<file path="config.mk">
export PLATFORM = sky130hd
export DESIGN_NAME = vpre_i2c_regs
export DESIGN_NICKNAME = d
export VERILOG_FILES = /design/src/rtl/vpre_ctrl_pkg.sv /design/src/rtl/vpre_line_filter.sv /design/src/rtl/vpre_bus_ctrl.sv /design/src/rtl/vpre_reg_file.sv /design/src/rtl/vpre_i2c_regs.sv
export SDC_FILE = /design/constraint.sdc
export NUM_CORES = 1
export LEC_CHECK = 0
export ABC_CLOCK_PERIOD_IN_PS = 2500
export BUFFER_PORTS_ARGS = -buffer_cell sky130_fd_sc_hd__buf_2
export CAP_MARGIN = 0
export CORE_ASPECT_RATIO = 0.9
export CORE_MARGIN = 2
export CORE_UTILIZATION = 33
export CTS_BUF_LIST = sky130_fd_sc_hd__clkbuf_8 sky130_fd_sc_hd__clkbuf_16
export DETAILED_ROUTE_END_ITERATION = 10
export GPL_TIMING_DRIVEN = 0
export PLACE_DENSITY_LB_ADDON = 0.05
export SYNTH_ARGS = -nofsm -noshare
export SYNTH_HDL_FRONTEND = slang
export SYNTH_SLANG_ARGS = --single-unit
</file>
<file path="constraint.sdc">
create_clock -name clk -period 2.5 [get_ports clk]
set_clock_uncertainty 0.05 [all_clocks]
set_input_delay 0.5 -clock clk [delete_from_list [all_inputs] [get_ports clk]]
set_output_delay 0.5 -clock clk [all_outputs]
set_load 0.03 [all_outputs]
</file>
<file path="src/rtl/vpre_ctrl_pkg.sv">
package vpre_ctrl_pkg;

  localparam logic [6:0] DEV_ADDR7   = 7'b1101110;

  localparam logic [7:0] SUB_CONTRAST = 8'h01;
  localparam logic [7:0] SUB_BRIGHT   = 8'h02;
  localparam logic [7:0] SUB_DRIVE0   = 8'h03;
  localparam logic [7:0] SUB_DCLVL    = 8'h06;
  localparam logic [7:0] SUB_OSD      = 8'h07;
  localparam logic [7:0] SUB_MISC     = 8'h08;

  localparam logic [7:0] RST_WIDE  = 8'hB4;
  localparam logic [3:0] RST_NIB   = 4'h8;
  localparam logic [7:0] RST_MISC  = 8'h04;
  localparam logic [3:0] DC_FLOOR  = 4'h3;

  typedef struct packed {
    logic       wrEn;
    logic [7:0] wrAddr;
    logic [7:0] wrData;
  } regWrite_t;

  typedef enum logic [2:0] {
    ST_IDLE,
    ST_ADDR,
    ST_SUB,
    ST_DATA,
    ST_ACK,
    ST_IGNORE
  } busState_t;

endpackage

</file>
<file path="src/rtl/vpre_line_filter.sv">
module vpre_line_filter #(
  parameter int SYNC_STAGES = 2,
  parameter int FILT_LEN    = 3
) (
  input  logic clk,
  input  logic rstN,
  input  logic lineIn,
  output logic lineOut
);

  logic [SYNC_STAGES-1:0] syncQ;
  logic [FILT_LEN-1:0]    histQ;
  logic                   lineQ;

  always_ff @(posedge clk) begin
    if (!rstN) begin
      syncQ <= '1;
      histQ <= '1;
      lineQ <= 1'b1;
    end else begin
      syncQ <= {syncQ[SYNC_STAGES-2:0], lineIn};
      histQ <= {histQ[FILT_LEN-2:0], syncQ[SYNC_STAGES-1]};
      if (&histQ)
        lineQ <= 1'b1;
      else if (~|histQ)
        lineQ <= 1'b0;
    end
  end

  assign lineOut = lineQ;

  // a filtered edge needs the synchronized line at the new level two cycles earlier
  assert_glitch_rise_R10: assert property (@(posedge clk) disable iff (!rstN)
    $rose(lineQ) |-> $past(syncQ[SYNC_STAGES-1], 2));
  assert_glitch_fall_R10: assert property (@(posedge clk) disable iff (!rstN)
    $fell(lineQ) |-> !$past(syncQ[SYNC_STAGES-1], 2));

endmodule

</file>
<file path="src/rtl/vpre_bus_ctrl.sv">
module vpre_bus_ctrl
  import vpre_ctrl_pkg::*;
(
  input  logic      clk,
  input  logic      rstN,
  input  logic      sclF,
  input  logic      sdaF,
  output logic      sdaPullLow,
  output regWrite_t regWr
);

  localparam int BYTE_BITS = 8;
  localparam int CNT_W     = $clog2(BYTE_BITS + 1);

  busState_t            state, afterAck;
  logic                 sclPrev, sdaPrev;
  logic [CNT_W-1:0]     bitCnt;
  logic [BYTE_BITS-1:0] shiftQ;
  logic [7:0]           subPtr;
  logic                 sdaLowQ;
  regWrite_t            wrQ;

  logic sclRise, sclFall, startDet, stopDet, byteDone, inByte;

  assign sclRise  = sclF && !sclPrev;
  assign sclFall  = !sclF && sclPrev;
  assign startDet = sclF && sclPrev && sdaPrev && !sdaF;
  assign stopDet  = sclF && sclPrev && !sdaPrev && sdaF;
  assign byteDone = (bitCnt == CNT_W'(BYTE_BITS));
  assign inByte   = (state == ST_ADDR) || (state == ST_SUB) || (state == ST_DATA);

  always_ff @(posedge clk) begin
    if (!rstN) begin
      sclPrev <= 1'b1;
      sdaPrev <= 1'b1;
    end else begin
      sclPrev <= sclF;
      sdaPrev <= sdaF;
    end
  end

  always_ff @(posedge clk) begin
    if (!rstN) begin
      state    <= ST_IDLE;
      afterAck <= ST_IDLE;
      bitCnt   <= '0;
      shiftQ   <= '0;
      subPtr   <= '0;
      sdaLowQ  <= 1'b0;
      wrQ      <= '0;
    end else begin
      wrQ.wrEn <= 1'b0;
      if (startDet) begin
        state   <= ST_ADDR;
        bitCnt  <= '0;
        sdaLowQ <= 1'b0;
      end else if (stopDet) begin
        state   <= ST_IDLE;
        bitCnt  <= '0;
        sdaLowQ <= 1'b0;
      end else if (inByte) begin
        if (sclRise && !byteDone) begin
          shiftQ <= {shiftQ[BYTE_BITS-2:0], sdaF};
          bitCnt <= bitCnt + 1'b1;
        end else if (sclFall && byteDone) begin
          bitCnt <= '0;
          unique case (state)
            ST_ADDR: begin
              if (shiftQ == {DEV_ADDR7, 1'b0}) begin
                sdaLowQ  <= 1'b1;
                afterAck <= ST_SUB;
                state    <= ST_ACK;
              end else begin
                state <= ST_IGNORE;
              end
            end
            ST_SUB: begin
              subPtr   <= shiftQ;
              sdaLowQ  <= 1'b1;
              afterAck <= ST_DATA;
              state    <= ST_ACK;
            end
            default: begin
              wrQ.wrEn   <= 1'b1;
              wrQ.wrAddr <= subPtr;
              wrQ.wrData <= shiftQ;
              subPtr     <= subPtr + 8'd1;
              sdaLowQ    <= 1'b1;
              afterAck   <= ST_DATA;
              state      <= ST_ACK;
            end
          endcase
        end
      end else if (state == ST_ACK) begin
        if (sclFall) begin
          sdaLowQ <= 1'b0;
          state   <= afterAck;
        end
      end
    end
  end

  assign sdaPullLow = sdaLowQ;
  assign regWr      = wrQ;

  // the acknowledge is only ever asserted while SCL is low
  assert_ack_scl_low_R2: assert property (@(posedge clk) disable iff (!rstN)
    $rose(sdaLowQ) |-> !sclF);
  // after a mismatched address the slave stays off the bus
  assert_ignore_silent_R3: assert property (@(posedge clk) disable iff (!rstN)
    (state == ST_IGNORE) |-> !sdaLowQ);
  // no register write strobe while ignoring
  assert_ignore_nowrite_R3: assert property (@(posedge clk) disable iff (!rstN)
    (state == ST_IGNORE) |=> !wrQ.wrEn);
  // a START always restarts counting from zero
  assert_start_restart_R9: assert property (@(posedge clk) disable iff (!rstN)
    startDet |=> (bitCnt == '0) && (state == ST_ADDR));
  // consecutive writes go to consecutive sub-addresses
  assert_autoinc_R5: assert property (@(posedge clk) disable iff (!rstN)
    wrQ.wrEn |-> (subPtr == wrQ.wrAddr + 8'd1));

endmodule

</file>
<file path="src/rtl/vpre_reg_file.sv">
module vpre_reg_file
  import vpre_ctrl_pkg::*;
#(
  parameter int NUM_DRIVE = 3
) (
  input  logic                   clk,
  input  logic                   rstN,
  input  regWrite_t              regWr,
  output logic [7:0]             contrastLvl,
  output logic [7:0]             brightLvl,
  output logic [NUM_DRIVE*8-1:0] driveLvl,
  output logic [3:0]             dcLevel,
  output logic [3:0]             osdLevel,
  output logic [7:0]             miscCtrl
);

  logic [7:0] contrastQ, brightQ, miscQ;
  logic [3:0] dcQ, osdQ, dcNib;

  assign dcNib = (regWr.wrData[3:0] < DC_FLOOR) ? DC_FLOOR : regWr.wrData[3:0];

  always_ff @(posedge clk) begin
    if (!rstN) begin
      contrastQ <= RST_WIDE;
      brightQ   <= RST_WIDE;
      dcQ       <= RST_NIB;
      osdQ      <= RST_NIB;
      miscQ     <= RST_MISC;
    end else if (regWr.wrEn) begin
      unique case (regWr.wrAddr)
        SUB_CONTRAST: contrastQ <= regWr.wrData;
        SUB_BRIGHT:   brightQ   <= regWr.wrData;
        SUB_DCLVL:    dcQ       <= dcNib;
        SUB_OSD:      osdQ      <= regWr.wrData[3:0];
        SUB_MISC:     miscQ     <= regWr.wrData;
        default: ;
      endcase
    end
  end

  for (genvar c = 0; c < NUM_DRIVE; c++) begin : g_drive
    logic [7:0] gainQ;
    always_ff @(posedge clk) begin
      if (!rstN)
        gainQ <= RST_WIDE;
      else if (regWr.wrEn && (regWr.wrAddr == SUB_DRIVE0 + 8'(c)))
        gainQ <= regWr.wrData;
    end
    assign driveLvl[c*8 +: 8] = gainQ;
  end

  assign contrastLvl = contrastQ;
  assign brightLvl   = brightQ;
  assign dcLevel     = dcQ;
  assign osdLevel    = osdQ;
  assign miscCtrl    = miscQ;

  // the DC level never holds a forbidden code
  assert_dc_floor_R8: assert property (@(posedge clk) disable iff (!rstN)
    dcQ >= DC_FLOOR);
  // a strobe to contrast lands in the next cycle
  assert_contrast_write_R4: assert property (@(posedge clk) disable iff (!rstN)
    (regWr.wrEn && regWr.wrAddr == SUB_CONTRAST) |=> (contrastLvl == $past(regWr.wrData)));
  // without a strobe the registers hold
  assert_hold_R6: assert property (@(posedge clk) disable iff (!rstN)
    !regWr.wrEn |=> $stable(contrastQ) && $stable(brightQ) && $stable(miscQ)
                    && $stable(dcQ) && $stable(osdQ) && $stable(driveLvl));

endmodule

</file>
<file path="src/rtl/vpre_i2c_regs.sv">
module vpre_i2c_regs
  import vpre_ctrl_pkg::*;
#(
  parameter int NUM_DRIVE   = 3,
  parameter int SYNC_STAGES = 2,
  parameter int FILT_LEN    = 3
) (
  input  logic                   clk,
  input  logic                   rstN,
  input  logic                   sclIn,
  input  logic                   sdaIn,
  output logic                   sdaPullLow,
  output logic [7:0]             contrastLvl,
  output logic [7:0]             brightLvl,
  output logic [NUM_DRIVE*8-1:0] driveLvl,
  output logic [3:0]             dcLevel,
  output logic [3:0]             osdLevel,
  output logic [7:0]             miscCtrl
);

  localparam int NUM_LINES = 2;

  logic [NUM_LINES-1:0] rawLines, cleanLines;
  regWrite_t            regWr;

  assign rawLines = {sdaIn, sclIn};

  for (genvar l = 0; l < NUM_LINES; l++) begin : g_line
    vpre_line_filter #(
      .SYNC_STAGES(SYNC_STAGES),
      .FILT_LEN   (FILT_LEN)
    ) u_filt (
      .clk    (clk),
      .rstN   (rstN),
      .lineIn (rawLines[l]),
      .lineOut(cleanLines[l])
    );
  end

  vpre_bus_ctrl u_ctrl (
    .clk       (clk),
    .rstN      (rstN),
    .sclF      (cleanLines[0]),
    .sdaF      (cleanLines[1]),
    .sdaPullLow(sdaPullLow),
    .regWr     (regWr)
  );

  vpre_reg_file #(.NUM_DRIVE(NUM_DRIVE)) u_regs (
    .clk        (clk),
    .rstN       (rstN),
    .regWr      (regWr),
    .contrastLvl(contrastLvl),
    .brightLvl  (brightLvl),
    .driveLvl   (driveLvl),
    .dcLevel    (dcLevel),
    .osdLevel   (osdLevel),
    .miscCtrl   (miscCtrl)
  );

endmodule

</file>
Word-level counts from Yosys, hierarchy flattened
Index checks and enable logic that the tools add are counted.
{"block": "totals", "out_inout_bits": 57, "register_bits": 114, "word_cells": 126}
{"block": "classes", "bitwise": 8, "eq_ne": 20, "n_mux": 23, "n_addsub": 2, "magnitude_cmp": 1, "n_reduce_logical": 46}
{"op": "equality test 8 x 3 -> 1 bit (second input constant)", "count": 4}
{"op": "2-to-1 mux 3 bit", "count": 7}
{"op": "AND reduction 6 bit", "count": 3}
{"op": "2-to-1 mux 17 bit", "count": 1}
{"op": "equality test 8 x 2 -> 1 bit (second input constant)", "count": 2}
{"op": "case mux 8 bit (2 select lines)", "count": 1}
{"op": "logical AND 1 bit", "count": 12}
{"op": "2-to-1 mux 4 bit", "count": 3}
{"op": "AND reduction 2 bit", "count": 6}
{"op": "AND reduction 4 bit", "count": 3}
{"op": "2-to-1 mux 1 bit", "count": 11}
{"op": "OR reduction 3 bit", "count": 3}
{"op": "adder 8 x 1 -> 8 bit (second input constant)", "count": 1}
{"op": "equality test 8 x 1 -> 1 bit (second input constant)", "count": 1}
{"op": "equality test 8 x 4 -> 1 bit (second input constant)", "count": 1}
{"op": "equality test 8 bit (second input constant)", "count": 1}
{"op": "!= test 4 x 2 -> 1 bit (second input constant)", "count": 2}
{"op": "inverter 1 bit", "count": 8}
{"op": "nonzero test 4 bit", "count": 2}
{"op": "equality test 3 x 2 -> 1 bit (second input constant)", "count": 2}
{"op": "!= test 2 bit (second input constant)", "count": 3}
{"op": "AND reduction 3 bit", "count": 2}
{"op": "nonzero test 2 bit", "count": 3}
{"op": "OR reduction 2 bit", "count": 3}
{"op": "other kinds (10)", "count": 15}

Logic depth before layout (Yosys ltp)
Gate-level depths: netlist of run 1.
{"block": "logic_depth", "ltp_word": 8, "depth_mapped": 8}

Hierarchy
From an unflattened synthesis of run 1, not the netlist that was laid out.
{"block": "unflattened", "hier_cells": 491, "hier_area_um2": 4747.1}
{"module": "vpre_reg_file", "cells_per_inst": 215, "instances": 1, "seq_area_each_um2": 1121.1, "area_each_um2": 2239.6}
{"module": "vpre_bus_ctrl", "cells_per_inst": 248, "instances": 1, "seq_area_each_um2": 900.9, "area_each_um2": 2157.1}
{"module": "vpre_line_filter", "cells_per_inst": 14, "instances": 2, "seq_area_each_um2": 120.1, "area_each_um2": 175.2}

Least setup slack after synthesis of run 1
No wires, ideal clock.
{"block": "synth_path", "path_type": "reg-to-reg", "startpoint": "reg u_ctrl.wrQ, in the netlist u_ctrl.regWr[13]", "endpoint": "reg u_regs.g_drive[0].gainQ[7]", "period_less_slack_ns": 2.064, "setup_time_ns": 0.129, "stages_incl_launch_ff": 8, "setup_slack_ns": 0.436, "t_arrival_ns": 1.885, "path_cell_list": "dfxtp_1 or4b_1 buf_2 or4_4 buf_6 buf_6 mux2i_1 nand2_1"}
{"block": "synth_between", "elab_chain_len": 2}
{"element": "start, declared", "line": "vpre_bus_ctrl.sv:21", "source": "regWrite_t wrQ;"}
{"element": "equality test 8 x 2 -> 1 bit", "line": "vpre_reg_file.sv:46", "source": "else if (regWr.wrEn && (regWr.wrAddr == SUB_DRIVE0 + 8'(c)))"}
{"element": "logical AND 1 bit", "line": "vpre_reg_file.sv:46"}
{"element": "end signal, assigned", "line": "vpre_reg_file.sv:47", "source": "gainQ <= regWr.wrData;"}
{"element": "end, declared", "line": "vpre_reg_file.sv:42", "source": "logic [7:0] gainQ;"}
Every way passes these cells.
A chain may end at the register's enable or synchronous reset.

Worst setup path after layout of run 1
{"block": "layout_path", "startpoint": "reg u_ctrl.wrQ, in the netlist u_ctrl.regWr[13]", "endpoint": "reg u_regs.g_drive[1].gainQ[4]"}
{"block": "layout_between", "elab_chain_len": 2}
{"element": "equality test 8 x 3 -> 1 bit", "line": "vpre_reg_file.sv:46"}
{"element": "logical AND 1 bit", "line": "vpre_reg_file.sv:46"}
{"element": "end signal, assigned", "line": "vpre_reg_file.sv:47"}
{"element": "end, declared", "line": "vpre_reg_file.sv:42"}
Every way passes these cells.

==> results of run 1 <==
==> sequential cells by signal (all words and copies together) (netlist names), 3 cells and up <==
name                  flops
g_line.u_filt.syncQ       4
u_ctrl.state              3
u_regs.osdLevel           4
u_ctrl.bitCnt             4
u_regs.g_drive.gainQ     24
u_regs.dcLevel            4
u_regs.brightLvl          8
u_regs.miscCtrl           8
u_regs.contrastLvl        8
u_ctrl.subPtr             8
u_ctrl.shiftQ             8
g_line.u_filt.histQ       6
u_ctrl.regWr             17
==> kinds of logic after synthesis <==
group	count (synthesis)	synth area share [%]
XOR/XNOR	3	0.586
AND/OR/NAND/NOR	213	24.6
buffers and inverters	43	4.08
multiplexers	34	7.59
AO/OA/AOI/OAI	96	11.9
adder cells (fa/ha/maj)	3	0.838
flip-flops	113	50.5
==> placed cells by master (no fill, tap or decap), drive strengths merged, types with 8 or more instances in the layout <==
cell | Yosys | layout
buf | 9 | 68
nand2 | 74 | 74
nor2 | 23 | 23
clkbuf | 30 | 53
a21oi | 15 | 15
nand3 | 54 | 54
nor4 | 8 | 8
mux2i | 34 | 34
dfxtp | 113 | 113
nand2b | 15 | 15
o21ai | 62 | 62
==> final cells by class <==
cell class / instances / area, um^2 / area share (%)
multi-input combinational: 349 / 2050 / 37.0
tap: 168 / 210 / 3.79
inverter: 4 / 15.0 / 0.271
clock buffer: 23 / 508 / 9.16
sequential: 113 / 2260 / 40.8
clock inverter: 7 / 35.0 / 0.631
timing repair buffer: 59 / 295 / 5.32
buffer: 39 / 168 / 3.02
==> worst max-delay path by stage <==
stage / from / to / cells past startpoint
after floorplan: u_ctrl.regWr[13] / u_regs.g_drive[0].gainQ[7] / 7
after global placement: rstN / g_line[0].u_filt.lineOut / 4
after detailed placement: rstN / g_line[0].u_filt.lineOut / 4
after CTS: u_ctrl.regWr[13] / u_regs.g_drive[2].gainQ[7] / 6
after global routing: u_ctrl.regWr[12] / u_regs.brightLvl[5] / 6
final: u_ctrl.regWr[13] / u_regs.g_drive[1].gainQ[4] / 6
==> timing repair <==
action | CTS | global route
endpoints found under the setup margin | 0 | 4
endpoints found under the hold margin | 0 | 0
gates resized for setup | 0 | 2
setup buffers | 0 | 0
==> per-layer routing <==
metal	GRT usage, %	vias to the layer above	part of all wire, %
li1	-	1928	-
met1	25.2	1787	52
met2	25.1	67	42
met3	5.09	11	4.1
met4	6.81	0	1.3
met5	0	-	0
==> stage by stage <==
| stage | utilization [%] | std cells | TNS, ns | cell area (um^2) | setup slack (ns) |
|---|---|---|---|---|---|
| 2_1_floorplan | - | 505 | 0 | 4480 | 0.436 |
| 3_3_place_gp | 37.5 | 732 | -0.00195 | 4990 | -0.00195 |
| 3_5_place_dp | 37.5 | 732 | -0.154 | 4990 | -0.0698 |
| 4_1_cts | 41.5 | 762 | 0 | 5530 | 0.0668 |
| 5_1_grt | 41.7 | 762 | 0 | 5550 | 0.0174 |
| 6_report | 41.7 | 762 | 0 | 5550 | 0.170 |
==> power by group <==
| part | total (uW) | switching (uW) | internal [uW] |
|---|---|---|---|
| combinational | 63.0 | 51.9 | 11.0 |
| clock | 2180 | 782 | 1390 |
| sequential | 1810 | 1.39 | 1810 |
| total | 4050 | 835 | 3210 |
==> impl_metrics.env, run 1 <==
export IMPL_status="finished clean"
export IMPL_hpwl_um=8530
export IMPL_synth_area_um2=4480
export IMPL_drv_cap=0
export IMPL_ios=61
export IMPL_critical_path_max_fanout=10
export IMPL_start_util_pct=33.7
export IMPL_drt_pass1_iterations=4
export IMPL_synthCells=505
export IMPL_setup_viol=0
export IMPL_cp_required_ns=2.73
export IMPL_areaGrowthSynthToFinish_pct=23.8
export IMPL_clock_fmax_ghz=0.429
export IMPL_antenna_cells=0
export IMPL_synthTopCellsByArea="dfxtp_1 (50%), mux2i_1 (7.6%), o21ai_0 (6.7%)"
export IMPL_drc=0
export IMPL_io_buffers=59
export IMPL_total_power_uw=4050
export IMPL_synth_seq_area_share_pct=50.5
export IMPL_clk_pin_slew_ns=0.05
export IMPL_cp_slowest_cell="or4b_1"
export IMPL_via_count=3793
export IMPL_post_synth_top_count_cell="dfxtp_1"
export IMPL_grt_max_degree=17
export IMPL_timing_setup_critical_path_class="flip-flop to flip-flop"
export IMPL_cts_buffers=17
export IMPL_whs_ns=0.214
export IMPL_gp_congestion=0.779
export IMPL_cp_top_family="simple AND/OR/NAND/NOR gates"
export IMPL_avgSynthCellArea_um2=8.87
export IMPL_grt_pass1_wl_um=19500
export IMPL_critPathLaunchType="flip-flop"
export IMPL_crit_chain="or4b_1 -> buf_2 -> nor4_2 -> buf_2 -> mux2i_1 -> nand2_1"
export IMPL_fill_cells=1329
export IMPL_slowest_delay_ns=0.51
export IMPL_routed_via_density=4.98
export IMPL_wl_per_cell_um=16.0
export IMPL_yosys_top_cells_count="dfxtp_1 (113), nand2_1 (74), o21ai_0 (60)"
export IMPL_cpMostUsedCell="buf_2"
export IMPL_coreArea_um2=13300
export IMPL_cts_tree="done"
export IMPL_grt_antenna_before_repair=0
export IMPL_vdd_drop_max_mv=0.448
export IMPL_root_buffer="clkbuf_16"
export IMPL_nets=590
export IMPL_min_period_over_period_pct=93.2
export IMPL_grt_pass1_vias=3660
export IMPL_syn_num_nets=512
export IMPL_worstHoldPathType="input port to flip-flop"
export IMPL_critPathCaptureType="flip-flop"
export IMPL_synth_top_cell_by_area="dfxtp_1"
export IMPL_synth_main_ff_cell="dfxtp_1"
export IMPL_gr_total_overflow=0
export IMPL_die_width_um=127
export IMPL_worstHoldEndpoint="g_line[0].u_filt.syncQ[0]"
export IMPL_cts_hold_buffers=0
export IMPL_htreeDepth=4
export IMPL_worst_r2r_cell_count=6
export IMPL_yosys_warnings=0
export IMPL_rrSetupSlack_ns=0.17
export IMPL_synth_cell_type_count=46
export IMPL_drive_gt1_share_pct=17.7
export IMPL_tightest_slew_ns=0.820
export IMPL_clk_latency_ns=0.41
export IMPL_p_leak_uw=0.00203
export IMPL_row_count=40
export IMPL_drv_slew=0
export IMPL_synth_edf_count=0
export IMPL_slew_headroom_pct=45.2
export IMPL_r2r_end="u_regs.g_drive[1].gainQ[4]"
export IMPL_arrival_ns=2.56
export IMPL_synth_top_area_share_pct=50.5
export IMPL_fp_dieArea_um2=14500
export IMPL_cts_path_max_buffers=2
export IMPL_cp_num_buf_inv=2
export IMPL_async_flop_share_pct=0
export IMPL_die_h_um=115
export IMPL_hold_path_startpoint="sclIn"
export IMPL_clkSinkCount=113
export IMPL_rsz0062_at_grt="false"
export IMPL_powerDensity_nw_per_um2=730
export IMPL_routed_wl_um=12200
export IMPL_hold_path_cell_count=2
export IMPL_antenna_left=0
export IMPL_rr_startpoint="u_ctrl.regWr[13]"
export IMPL_min_period_ns=2.33
export IMPL_ys_ff_latch=113
export IMPL_dr_first_iter_drc_count=266
export IMPL_hold_viol=0
export IMPL_grt_usage_pct=17.7
(Power assumes the default switching activity.)
==> run 2: changes to the inputs <==
Settings changed: ABC_CLOCK_PERIOD_IN_PS 2500 to 2300, BUFFER_PORTS_ARGS -buffer_cell sky130_fd_sc_hd__buf_2 to -buffer_cell sky130_fd_sc_hd__buf_4.
Clock period 2.5 ns to 2.3 ns, I/O delays scaled along.
==> impl_metrics.env, run 2 (synthesized netlist as in run 1, its figures left out) <==
export IMPL_clk_latency_ns=0.41
export IMPL_die_h_um=115
export IMPL_fp_dieArea_um2=14500
export IMPL_gr_total_overflow=0
export IMPL_cts_path_max_buffers=2
export IMPL_antenna_left=0
export IMPL_critPathCaptureType="flip-flop"
export IMPL_htreeDepth=4
export IMPL_clk_pin_slew_ns=0.05
export IMPL_critPathLaunchType="flip-flop"
export IMPL_clock_fmax_ghz=0.450
export IMPL_cts_tree="done"
export IMPL_fill_cells=1340
export IMPL_row_count=40
export IMPL_cp_slowest_cell="or4b_4"
export IMPL_rsz0062_at_grt="false"
export IMPL_root_buffer="clkbuf_16"
export IMPL_layout_common_cells="dfxtp_1 (113), nand2_1 (74), buf_4 (63)"
export IMPL_combPwrFrac_pct=1.4
export IMPL_grt_max_degree=17
export IMPL_hpwl_um=8670
export IMPL_vdd_drop_max_mv=0.508
export IMPL_routed_via_density=4.96
export IMPL_cp_top_family="simple AND/OR/NAND/NOR gates"
export IMPL_p_seq_share_pct=41.1
export IMPL_worstHoldPathType="input port to flip-flop"
export IMPL_drc=0
export IMPL_cpMostUsedCell="buf_6"
export IMPL_cts_buffers=17
export IMPL_slowest_delay_ns=0.54
export IMPL_layout_commonest_cell="dfxtp_1"
export IMPL_cts_hold_buffers=0
export IMPL_power_internal_uw=3830
export IMPL_grt_antenna_before_repair=0
export IMPL_timing_setup_critical_path_class="flip-flop to flip-flop"
export IMPL_setup_viol=0
export IMPL_p_leak_uw=0.00213
export IMPL_ios=61
export IMPL_drt_pass1_iterations=4
export IMPL_p_switching_uw=955
export IMPL_status="finished clean"
export IMPL_setup_tns_ns=0
export IMPL_routed_wl_um=12400
export IMPL_start_util_pct=33.7
export IMPL_grt_pass1_wl_um=19700
export IMPL_stdcell_area_um2=5840
export IMPL_swShare_pct=20.0
export IMPL_die_width_um=127
export IMPL_min_period_ns=2.22
export IMPL_hold_viol=0
export IMPL_drv_slew=0
export IMPL_coreArea_um2=13300
export IMPL_p_clk_share_pct=57.5
export IMPL_clkSinkCount=113
export IMPL_critical_path_max_fanout=10
export IMPL_drv_cap=0
export IMPL_slew_headroom_pct=53.1
export IMPL_finalCoreUtilization_pct=43.9
export IMPL_arrival_ns=2.44
export IMPL_dr_first_iter_drc_count=213
export IMPL_drive_gt1_share_pct=19.2
export IMPL_gp_congestion=0.786
export IMPL_wl_per_cell_um=16.2
export IMPL_via_count=3807
export IMPL_grt_usage_pct=17.8
export IMPL_powerDensity_nw_per_um2=818
export IMPL_cp_required_ns=2.52
export IMPL_min_period_over_period_pct=96.5
export IMPL_crit_chain="or4b_4 -> buf_6 -> or4_4 -> buf_6 -> buf_6 -> mux2i_1 -> nand2_1"
export IMPL_grt_pass1_vias=3661
export IMPL_regMostFlops="u_regs.g_drive.gainQ"
export IMPL_antenna_cells=0
export IMPL_largest_reg_flops=24
export IMPL_dpl_cell_area_um2=5130
export IMPL_io_buffers=59
export IMPL_nets=594
export IMPL_areaGrowthSynthToFinish_pct=30.4
export IMPL_cp_num_buf_inv=3
export IMPL_tightest_slew_ns=0.703
==> run 2: cell types whose count changed in the layout (fill, tap and decap cells not counted), sizes merged <==
cell    delta
bufinv     +4
inv        -1
clkbuf     -3
buf        +3
clkinv     +2
==> run 2: metal layers <==
layer  wire length [um]  vias up  GRT usage [%]
met3                598        6           6.21
met4                 82        0           5.05
met2               5320       59           26.1
met1               6400     1797           24.9
met5                  0        -              0
li1                   -     1945              -
==> run 2: cell type report <==
type | count | area (um^2) | area share (%)
Sequential cell | 113 | 2260 | 38.7
Multi-Input combinational cell | 349 | 2090 | 35.7
Timing Repair Buffer | 63 | 473 | 8.09
Clock buffer | 19 | 453 | 7.75
Tap cell | 168 | 210 | 3.60
Buffer | 39 | 178 | 3.04
Clock inverter | 12 | 165 | 2.83
Inverter | 4 | 15.0 | 0.257
==> run 2: worst paths after layout <==
check	startpoint	endpoint	slack, ns	depth (start not counted)
min reg2reg	g_line[1].u_filt.syncQ[1]	g_line[1].u_filt.histQ[0]	0.35	1
min	sdaIn	g_line[1].u_filt.syncQ[0]	0.18	2
max	u_ctrl.regWr[13]	u_regs.g_drive[0].gainQ[7]	0.08	7
max reg2reg	u_ctrl.regWr[13]	u_regs.g_drive[0].gainQ[7]	0.08	7
==> run 2: worst register-to-register path, cell delays in order (launching register included) <==
cell	delay, ns
dfxtp_1	0.33
or4b_4	0.54
buf_6	0.16
or4_4	0.51
buf_6	0.15
buf_6	0.13
mux2i_1	0.15
nand2_1	0.07
==> run 2: per-stage QoR <==
stage / setup slack (ns) / cells / power [uW] / hold slack, ns
floorplan: 0.236 / 505 / 2050 / 0.336
global placement: -0.129 / 732 / 2080 / 0.342
detailed placement: -0.124 / 732 / 2080 / 0.344
CTS: 0.0235 / 763 / 4850 / 0.164
global route: 0.00718 / 767 / 4950 / 0.168
finish: 0.0794 / 767 / 4780 / 0.181
==> run 2: power groups by stage <==
stage / registers (uW) / logic [uW] / clock network [uW]
finish: 1970 / 67.9 / 2750
global route: 1960 / 76.5 / 2910
CTS: 1970 / 69.7 / 2810
detailed placement: 2010 / 69.3 / 0
global placement: 2010 / 69.6 / 0
floorplan: 2010 / 41.3 / 0
==> run 2: timing repair <==
| action | 4_1_cts | 5_1_grt |
|---|---|---|
| endpoints found under the setup margin | 4 | 25 |
| buffers inserted | 0 | 4 |
| pin swaps | 0 | 3 |
| gates resized for setup | 2 | 11 |
==> run 3: changes to the inputs <==
Settings changed: CORE_UTILIZATION 33 to 36.
==> impl_metrics.env, run 3 (synthesized netlist as in run 1, its figures left out) <==
export IMPL_die_h_um=110
export IMPL_ios=61
export IMPL_dp_cells=724
export IMPL_antenna_left=0
export IMPL_rr_startpoint="u_ctrl.regWr[13]"
export IMPL_crit_start="u_ctrl.regWr[13]"
export IMPL_worstHoldPathType="input port to flip-flop"
export IMPL_die_width_um=122
export IMPL_cp_required_ns=2.52
export IMPL_finalCoreUtilization_pct=47.8
export IMPL_min_period_ns=2.23
export IMPL_start_util_pct=37.0
export IMPL_worst_r2r_cell_count=7
export IMPL_final_critical_path_setup_slack_ns=0.0720
export IMPL_drt_pass1_iterations=4
export IMPL_antenna_cells=0
export IMPL_p_leak_uw=0.00211
export IMPL_row_count=38
export IMPL_p_seq_share_pct=41.1
export IMPL_hold_viol=0
export IMPL_cts_tree="done"
export IMPL_swShare_pct=19.9
export IMPL_rsz0062_at_grt="false"
export IMPL_critPathLaunchType="flip-flop"
export IMPL_cts_path_max_buffers=2
export IMPL_io_buffers=59
export IMPL_areaGrowthSynthToFinish_pct=29.3
export IMPL_vdd_drop_max_mv=0.674
export IMPL_largest_reg_flops=24
export IMPL_setup_viol=0
export IMPL_critPathCaptureType="flip-flop"
export IMPL_whs_ns=0.190
export IMPL_grt_pass1_vias=3596
export IMPL_grt_usage_pct=18.9
export IMPL_drv_slew=0
export IMPL_drc=0
export IMPL_grt_pass1_wl_um=19000
export IMPL_dr_first_iter_drc_count=291
export IMPL_p_clk_share_pct=57.5
export IMPL_cts_hold_buffers=0
export IMPL_r2r_end="u_regs.g_drive[0].gainQ[7]"
export IMPL_layout_common_cells="dfxtp_1 (113), nand2_1 (74), buf_4 (61)"
export IMPL_gp_congestion=0.765
export IMPL_coreArea_um2=12100
export IMPL_arrival_ns=2.45
export IMPL_p_switching_uw=954
export IMPL_timing_setup_critical_path_class="flip-flop to flip-flop"
export IMPL_status="finished clean"
export IMPL_total_power_uw=4780
export IMPL_regMostFlops="u_regs.g_drive.gainQ"
export IMPL_gr_total_overflow=0
export IMPL_nets=591
export IMPL_min_period_over_period_pct=96.9
export IMPL_routed_wl_um=12100
export IMPL_combPwrFrac_pct=1.4
export IMPL_crit_end="u_regs.g_drive[0].gainQ[7]"
export IMPL_root_buffer="clkbuf_16"
export IMPL_fp_dieArea_um2=13400
export IMPL_grt_max_degree=17
export IMPL_drive_gt1_share_pct=18.5
export IMPL_routed_via_density=5.08
export IMPL_rrSetupSlack_ns=0.07
export IMPL_power_internal_uw=3830
export IMPL_fill_cells=1197
export IMPL_wl_per_cell_um=16.0
export IMPL_dp_slack_ns=-0.172
export IMPL_clkSinkCount=113
export IMPL_multiInputGateArea_um2=2080
export IMPL_cts_buffers=17
export IMPL_tightest_slew_ns=0.733
export IMPL_fin_cells=756
export IMPL_layout_commonest_cell="dfxtp_1"
export IMPL_regArea_um2=2260
export IMPL_drv_cap=0
export IMPL_grt_antenna_before_repair=0
export IMPL_htreeDepth=4
export IMPL_clk_pin_slew_ns=0.05
export IMPL_clock_fmax_ghz=0.449
export IMPL_hpwl_um=8460
export IMPL_critical_path_max_fanout=10
export IMPL_slew_headroom_pct=51.1
export IMPL_powerDensity_nw_per_um2=825
export IMPL_clk_latency_ns=0.40
export IMPL_via_count=3842
[run 3: cell count changes in the layout (fill, tap and decap cells not counted), sizes merged]
cell,before,now
buf,71,68
[run 3: routing by layer]
layer / routed length, um / track usage [%] / part of all wire [%]
met5: 0 / 0 / 0
met2: 5120 / 27.9 / 42
met1: 6210 / 26.5 / 51
met3: 604 / 5.39 / 5.0
met4: 176 / 6.24 / 1.5
[run 3: critical path, cell delays in order, from the launching register on]
cell and delay (ns):
dfxtp_1 0.32, or4b_1 0.52, buf_4 0.20, or4_4 0.52
buf_6 0.15, buf_6 0.13, mux2i_1 0.14, nand2_1 0.06
[run 3: what timing repair did]
item	in CTS	in global routing
gates resized for setup	2	8
pin swaps	0	3
setup endpoints to repair	4	25
setup buffers	0	1
[run 3: worst min path at each step]
stage                                          from                        end  slack [ns]  depth (start not counted)
after floorplan           g_line[0].u_filt.syncQ[1]  g_line[0].u_filt.histQ[0]        0.34                          1
after global placement    g_line[1].u_filt.syncQ[0]  g_line[1].u_filt.syncQ[1]        0.34                          1
after detailed placement  g_line[1].u_filt.syncQ[0]  g_line[1].u_filt.syncQ[1]        0.35                          1
after CTS                                     sclIn  g_line[0].u_filt.syncQ[0]        0.18                          2
after global routing                          sclIn  g_line[0].u_filt.syncQ[0]        0.18                          2
final                                         sdaIn  g_line[1].u_filt.syncQ[0]        0.19                          2
[run 3: area by class of cell]
class	instances	share of cell area [%]
plain buffers	39	3.00
clock buffers	19	7.81
clock inverters	12	2.85
inverters	4	0.259
multi-input cells	349	35.8
flip-flops and latches	113	39.0
well taps	160	3.45
repair buffers	60	7.77
[run 3: power groups by stage]
stage | clock network [uW] | registers [uW] | logic (uW)
6_report | 2750 | 1970 | 67.4
5_1_grt | 2900 | 1960 | 74.6
4_1_cts | 2790 | 1970 | 68.9
3_5_place_dp | 0 | 2010 | 68.5
3_3_place_gp | 0 | 2010 | 68.2
2_1_floorplan | 0 | 2010 | 41.3
[run 3: per-stage QoR]
step / area [um^2] / setup TNS (ns)
floorplan: 4480 / 0
global placement: 5120 / -1.46
detailed placement: 5120 / -1.75
CTS: 5760 / 0
global route: 5800 / 0
finish: 5800 / 0
